[src/rtl/uart_rx_pkg.sv]
package uart_rx_pkg;
  localparam int OSR  = 16;
  localparam int DMAX = 9;

  typedef enum logic [1:0] {RX_HUNT, RX_START, RX_BITS} rx_state_e;

  typedef struct packed {
    logic [DMAX-1:0] data;
    logic            ferr;
    logic            perr;
    logic            noise;
    logic            mark;
  } rx_frame_t;
endpackage

[src/rtl/uart_rx_vote3.sv]
module uart_rx_vote3 (
  input  logic clk,
  input  logic rst_n,
  input  logic cap,
  input  logic rx,
  output logic maj,
  output logic clean
);
  logic [1:0] hist;

  always_ff @(posedge clk or negedge rst_n) begin
    if (!rst_n)   hist <= 2'b00;
    else if (cap) hist <= {hist[0], rx};
  end

  // third vote is the live sample at the decision tick
  assign maj   = (hist[1] & hist[0]) | (hist[1] & rx) | (hist[0] & rx);
  assign clean = (hist[1] == hist[0]) && (hist[0] == rx);
endmodule

[src/rtl/uart_rx_frame.sv]
module uart_rx_frame
  import uart_rx_pkg::*;
(
  input  logic      clk,
  input  logic      rst_n,
  input  logic      tick,
  input  logic      rx,
  input  logic      cfg_nine,
  input  logic      cfg_par_en,
  input  logic      cfg_par_odd,
  output logic      start_seen,
  output logic      false_start,
  output logic      frame_done,
  output logic      in_start,
  output logic      busy,
  output rx_frame_t result
);
  localparam int SW = $clog2(OSR);
  localparam int BW = $clog2(DMAX + 1);
  localparam logic [SW-1:0] S_V0   = SW'(OSR / 8);
  localparam logic [SW-1:0] S_V1   = SW'(OSR / 4);
  localparam logic [SW-1:0] S_V2   = SW'(3 * OSR / 8);
  localparam logic [SW-1:0] D_V0   = SW'(OSR / 2 - 1);
  localparam logic [SW-1:0] D_V1   = SW'(OSR / 2);
  localparam logic [SW-1:0] D_V2   = SW'(OSR / 2 + 1);
  localparam logic [SW-1:0] S_LAST = SW'(OSR - 1);

  rx_state_e       state;
  logic [SW-1:0]   samp;
  logic [BW-1:0]   bitidx;
  logic [BW-1:0]   nbits;
  logic [1:0]      ones;
  logic [DMAX-1:0] shreg;
  logic            nacc;
  logic            cap, maj, clean, s_dec, d_dec;

  assign nbits = cfg_nine ? BW'(DMAX) : BW'(DMAX - 1);
  assign s_dec = tick && (state == RX_START) && (samp == S_V2);
  assign d_dec = tick && (state == RX_BITS) && (samp == D_V2);
  assign cap   = tick && (((state == RX_START) && (samp == S_V0 || samp == S_V1)) ||
                          ((state == RX_BITS)  && (samp == D_V0 || samp == D_V1)));

  uart_rx_vote3 u_vote (.clk(clk), .rst_n(rst_n), .cap(cap), .rx(rx), .maj(maj), .clean(clean));

  assign start_seen  = tick && (state == RX_HUNT) && !rx && (ones == 2'd3);
  assign false_start = s_dec && maj;
  assign frame_done  = d_dec && (bitidx == nbits);
  assign in_start    = (state == RX_START);
  assign busy        = (state != RX_HUNT);

  assign result.data  = shreg;
  assign result.ferr  = !maj;
  assign result.perr  = cfg_par_en && ((^shreg) ^ cfg_par_odd);
  assign result.noise = nacc | !clean;
  assign result.mark  = cfg_nine ? shreg[DMAX-1] : shreg[DMAX-2];

  always_ff @(posedge clk or negedge rst_n) begin
    if (!rst_n) begin
      state  <= RX_HUNT;
      samp   <= '0;
      bitidx <= '0;
      ones   <= 2'd0;
      shreg  <= '0;
      nacc   <= 1'b0;
    end else if (tick) begin
      case (state)
        RX_HUNT: begin
          if (start_seen) begin
            state <= RX_START;
            samp  <= SW'(1);
          end else begin
            ones <= rx ? ((ones == 2'd3) ? 2'd3 : ones + 2'd1) : 2'd0;
          end
        end
        RX_START: begin
          if (false_start) begin
            state <= RX_HUNT;
            ones  <= 2'd0;
          end else if (samp == S_LAST) begin
            state  <= RX_BITS;
            samp   <= '0;
            bitidx <= '0;
            shreg  <= '0;
            nacc   <= 1'b0;
          end else begin
            samp <= samp + SW'(1);
          end
        end
        default: begin
          samp <= (samp == S_LAST) ? '0 : samp + SW'(1);
          if (d_dec) begin
            if (bitidx == nbits) begin
              state <= RX_HUNT;
              ones  <= 2'd0;
            end else begin
              shreg[bitidx] <= maj;
              nacc          <= nacc | !clean;
              bitidx        <= bitidx + BW'(1);
            end
          end
        end
      endcase
    end
  end
endmodule

[src/rtl/uart_rx_idle.sv]
module uart_rx_idle
  import uart_rx_pkg::*;
(
  input  logic clk,
  input  logic rst_n,
  input  logic tick,
  input  logic rx,
  input  logic arm,
  input  logic hold,
  input  logic cfg_nine,
  output logic idle_evt
);
  localparam int CW = $clog2(OSR * (DMAX + 2) + 1);

  logic [CW-1:0] cnt;
  logic [CW-1:0] thresh;
  logic          armed;

  assign thresh   = cfg_nine ? CW'(OSR * (DMAX + 2)) : CW'(OSR * (DMAX + 1));
  assign idle_evt = tick && armed && rx && !hold && (cnt == thresh - CW'(1));

  always_ff @(posedge clk or negedge rst_n) begin
    if (!rst_n) begin
      cnt   <= '0;
      armed <= 1'b0;
    end else begin
      if (tick) begin
        if (hold || !rx)    cnt <= '0;
        else if (cnt < thresh) cnt <= cnt + CW'(1);
      end
      if (arm)           armed <= 1'b1;
      else if (idle_evt) armed <= 1'b0;
    end
  end
endmodule

[src/rtl/uart_os_rx.sv]
module uart_os_rx
  import uart_rx_pkg::*;
(
  input  logic            clk,
  input  logic            rst_n,
  input  logic            sample_tick,
  input  logic            rx_line,
  input  logic            cfg_nine,
  input  logic            cfg_par_en,
  input  logic            cfg_par_odd,
  input  logic            cfg_wake_addr,
  input  logic            cfg_idle_after_stop,
  input  logic            wake_arm,
  input  logic            out_ready,
  output logic            out_valid,
  output logic [DMAX-1:0] rx_data,
  output logic            err_overrun,
  output logic            err_noise,
  output logic            err_frame,
  output logic            err_parity,
  output logic            idle_flag,
  output logic            rx_active,
  output logic            rx_asleep
);
  logic      start_seen, false_start, frame_done, in_start, busy, idle_evt;
  logic      sleeping, hs, deliver, wake_now, mark_hit;
  rx_frame_t res;

  uart_rx_frame u_frame (
    .clk(clk), .rst_n(rst_n), .tick(sample_tick), .rx(rx_line),
    .cfg_nine(cfg_nine), .cfg_par_en(cfg_par_en), .cfg_par_odd(cfg_par_odd),
    .start_seen(start_seen), .false_start(false_start), .frame_done(frame_done),
    .in_start(in_start), .busy(busy), .result(res)
  );

  uart_rx_idle u_idle (
    .clk(clk), .rst_n(rst_n), .tick(sample_tick), .rx(rx_line), .arm(start_seen),
    .hold(cfg_idle_after_stop ? busy : in_start), .cfg_nine(cfg_nine), .idle_evt(idle_evt)
  );

  assign mark_hit  = cfg_wake_addr && res.mark;
  assign wake_now  = sleeping && ((!cfg_wake_addr && idle_evt) || (frame_done && mark_hit));
  assign deliver   = frame_done && (!sleeping || mark_hit);
  assign hs        = out_valid && out_ready;
  assign rx_asleep = sleeping;

  always_ff @(posedge clk or negedge rst_n) begin
    if (!rst_n) begin
      out_valid   <= 1'b0;
      rx_data     <= '0;
      err_overrun <= 1'b0;
      err_noise   <= 1'b0;
      err_frame   <= 1'b0;
      err_parity  <= 1'b0;
      idle_flag   <= 1'b0;
      rx_active   <= 1'b0;
      sleeping    <= 1'b0;
    end else begin
      if (deliver && (!out_valid || hs)) begin
        out_valid   <= 1'b1;
        rx_data     <= res.data;
        err_frame   <= res.ferr;
        err_parity  <= res.perr;
        err_noise   <= res.noise;
        err_overrun <= 1'b0;
      end else if (deliver) begin
        err_overrun <= 1'b1;
      end else if (hs) begin
        out_valid   <= 1'b0;
        err_overrun <= 1'b0;
      end
      sleeping <= wake_arm | (sleeping & !wake_now);
      if (start_seen)                  idle_flag <= 1'b0;
      else if (idle_evt && !sleeping)  idle_flag <= 1'b1;
      if (start_seen)                    rx_active <= 1'b1;
      else if (idle_evt || false_start)  rx_active <= 1'b0;
    end
  end


  ovr_keeps_word_chk: assert property (@(posedge clk) disable iff (!rst_n)
    $rose(err_overrun) |-> ($past(out_valid) && $stable(rx_data) && $stable(err_noise)));

  hold_word_chk: assert property (@(posedge clk) disable iff (!rst_n)
    (out_valid && !out_ready) |=> (out_valid && $stable(rx_data)));

  idle_not_asleep_chk: assert property (@(posedge clk) disable iff (!rst_n)
    $rose(idle_flag) |-> !$past(sleeping));

  asleep_no_word_chk: assert property (@(posedge clk) disable iff (!rst_n)
    $rose(out_valid) |-> (!$past(sleeping) || $past(cfg_wake_addr)));

  active_on_low_chk: assert property (@(posedge clk) disable iff (!rst_n)
    $rose(rx_active) |-> $past(!rx_line));

  mark_wake_chk: assert property (@(posedge clk) disable iff (!rst_n)
    ($fell(sleeping) && $past(cfg_wake_addr) && !$past(out_valid)) |-> $rose(out_valid));
endmodule

[config.mk]
export PLATFORM = sky130hd
export DESIGN_NAME = uart_os_rx
export DESIGN_NICKNAME = d
export VERILOG_FILES = /design/src/rtl/uart_rx_pkg.sv /design/src/rtl/uart_rx_vote3.sv /design/src/rtl/uart_rx_frame.sv /design/src/rtl/uart_rx_idle.sv /design/src/rtl/uart_os_rx.sv
export SDC_FILE = /design/constraint.sdc
export NUM_CORES = 1
export LEC_CHECK = 0
export BUFFER_PORTS_ARGS = -buffer_cell sky130_fd_sc_hd__buf_2
export CAP_MARGIN = 5
export CORE_MARGIN = 8
export CORE_UTILIZATION = 45
export CTS_CLUSTER_SIZE = 25
export DETAILED_ROUTE_END_ITERATION = 10
export HOLD_SLACK_MARGIN = 0.08
export PLACE_DENSITY = 0.63
export SYNTH_ARGS = -nofsm -noshare
export SYNTH_HDL_FRONTEND = slang
export SYNTH_SLANG_ARGS = --single-unit
[constraint.sdc]
create_clock -name clk -period 7.3 [get_ports clk]
set_input_delay 0.365 -clock clk [delete_from_list [all_inputs] [get_ports clk]]
set_output_delay 0.365 -clock clk [all_outputs]
set_load 0.01 [all_outputs]
==> flow_summary.yaml <==
outcome:
  status: "completed"
logic_synthesis:
  synth_warnings: 0
  ys.flop_type: "dfrtp_1"
  synth_cells: 270
  synth_cell_types: 49
  yosys.area.top_type: "dfrtp_1"
  ys_seq_area_frac: 0.449
  yosys-top-cells-count: "50 x dfrtp_1, 18 x nor2_1, 16 x a21oi_1, 16 x nand2_1"
  syn_area_um2: 2780
  synth_area_leaders: "dfrtp_1 45%, ha_1 5.4%, mux2_4 3.8%"
  synth.top_cell.area_share: 0.449
  ys_seq_elements: 50
  synth.most_common_cell: "dfrtp_1"
  synth_edf_count: 0
  syn_avg_cell_area_um2: 10.3
  synthArstFlopShare: 1.00
  syn_nets: 293
placed_design:
  portBuffers: 27
  hpwl_um: 4130
  routabilityCongestion: 0.803
  pre_cts_slack_ps: 4570
drt:
  vias: 2061
  first_iter_violations: 140
  ant_nets: 0
  routed_via_density: 5.56
  routed_wl_um: 5630
  route.detailed.drc: 0
  wl_per_cell_um: 15.2
  firstDrtPassIters: 4
clocking:
  cts_tree: "yes"
  clock_sinks: 50
  clk_path_buf_depth: 2
  holdBufCountCts: 0
  clk_transition_reported_paths_ps: 100
  ctsResizeCount: 0
  cts_made_buffers: 5
  insertion_delay_ps: 300
  htreeDepth: 2
  clockRootBuffer: "clkbuf_8"
  cts_setup_buffers: 0
sta:
  period_share: 0.376
  slew_violations: 0
  fmax_mhz: 365
  period_needed_ps: 2740
  worstMarginPinSlew_ps: 1110
  fin_ws_ps: 4560
  skew_ps: 5.44
  relSlewSlack: 0.257
  setup_violations: 0
  hold_viol_final: 0
  tns_ps: 0
  rsz0062_at_grt: "false"
worst_hold_path:
  hold_class: "in -> async"
run:
  drv_cap: 0
floorplan:
  start_util: 0.467
  die_h_um: 94.7
  dieArea_um2: 8960
  core_area_um2: 5960
  row_count: 28
  die_w_um: 94.7
  pin_count: 28
global_routing:
  grt.total_usage: 0.136
  globalRouteOverflowTotal: 0
  grt_max_degree: 51
  grt_pass1_wl_um: 9800
  antenna_found_initial: 0
  first_global_vias: 1942
critical_path:
  worst_path_max_delay_cell: "a21oi_1"
  ff2ff_path_depth: 5
  cp_data_required_time_ps: 7500
  arrival_ps: 2950
  r2r_start: "u_frame.bitidx[1]"
  cp_cell_sequence: "or3b_1 -> or2_2 -> a21oi_1 -> nor2_1 -> a31o_2"
  worst-path-max-fanout: 15
  path_buf_inv: 0
  crit_path_start_kind: "register"
  worstReg2RegEnd: "u_frame.shreg[5]"
  worstSetupPathType: "reg -> reg"
  cpPeakStageDelay_ps: 880
  worst-r2r-setup-slack_ps: 4560
  crit_family: "compound AO/OA/AOI/OAI gates"
  cp-end-kind: "register"
finish:
  area_growth_pct: 9.75
  nets: 318
  utilization: 0.513
  drive_gt1_frac: 0.213
  diodes: 0
power:
  p_total_uw: 707
  p_leak_uw: 0.00150
  ir_drop_v: 0.0000966
  powerDensity_nw_per_um2: 231
[worst max-delay path by stage]
stage | startpoint | to | slack (ps) | depth (start not counted)
2_1_floorplan | u_frame.samp[1] | err_frame | 4990 | 8
3_3_place_gp | u_frame.bitidx[1] | u_frame.shreg[6] | 4640 | 5
3_5_place_dp | u_frame.bitidx[1] | u_frame.shreg[5] | 4570 | 5
4_1_cts | u_frame.bitidx[1] | u_frame.shreg[5] | 4540 | 5
5_1_grt | u_frame.bitidx[2] | u_frame.shreg[5] | 4390 | 5
6_report | u_frame.bitidx[1] | u_frame.shreg[5] | 4560 | 5
[cell usage in the layout (no fill, tap or decap), types with 4 or more instances in the layout]
cell type  count
mux2_2         7
clkbuf_8       5
nand3_1       11
a21o_1         6
xnor2_1        9
mux2_4         7
a21oi_1       16
o31ai_1        4
a31o_2         5
ha_1          12
nor2_1        18
nand2_1       16
buf_2         27
dfrtp_1       50
and2_1         6
o31a_1         8
xor2_1         7
o21ai_0       12
inv_1         11
nor2b_1        5
nand2b_1       5
[kinds of logic after synthesis]
group | Yosys count | synth area share
AOI/OAI and AO/OA | 70 | 0.174
buffers and inverters | 22 | 0.0400
xor gates and xnor gates | 16 | 0.0503
muxes | 16 | 0.0733
DFF | 50 | 0.449
and+or+nand+nor | 84 | 0.159
adders and majority gates | 12 | 0.0539
[power by group]
part,internal (uW),switching (uW),total [uW]
clock network,67.5,95.5,163
registers,309,40.7,349
logic,80.1,115,195
total,456,251,707
[flip-flops by register name (all words and copies together) (netlist names), 2 cells and up]
name,flops
rx_data,9
u_frame.bitidx,4
u_frame.ones,2
u_frame.samp,4
u_frame.shreg,9
u_frame.state,2
u_frame.u_vote.hist,2
u_idle.cnt,8
[worst register-to-register path: cells and delay by family (launching register included)]
family | cells | cell delay (ps)
AO/OA/AOI/OAI | 2 | 1200
flip-flops | 1 | 440
AND/OR/NAND/NOR | 3 | 1010
[final cells by class]
cell class,instances,area [um^2]
Tap cell,75,93.8
Inverter,11,41.3
Sequential cell,50,1250
Timing Repair Buffer,29,150
Clock buffer,5,68.8
Multi-Input combinational cell,198,1430
Fill cell,577,2900
Clock inverter,3,21.3
[per-layer routing]
metal  routed length, um  global-route usage
met1                2780               0.195
met2                2510               0.199
met5                   0                   0
met3                 280              0.0317
met4                  55              0.0351
[through the flow]
step	area (um^2)	cells	hold slack, ps
2_1_floorplan	2780	270	69.4
3_3_place_gp	2970	363	463
3_5_place_dp	2970	363	472
4_1_cts	3060	371	184
5_1_grt	3060	371	212
6_report	3060	371	154
(Power assumes the default switching activity.)
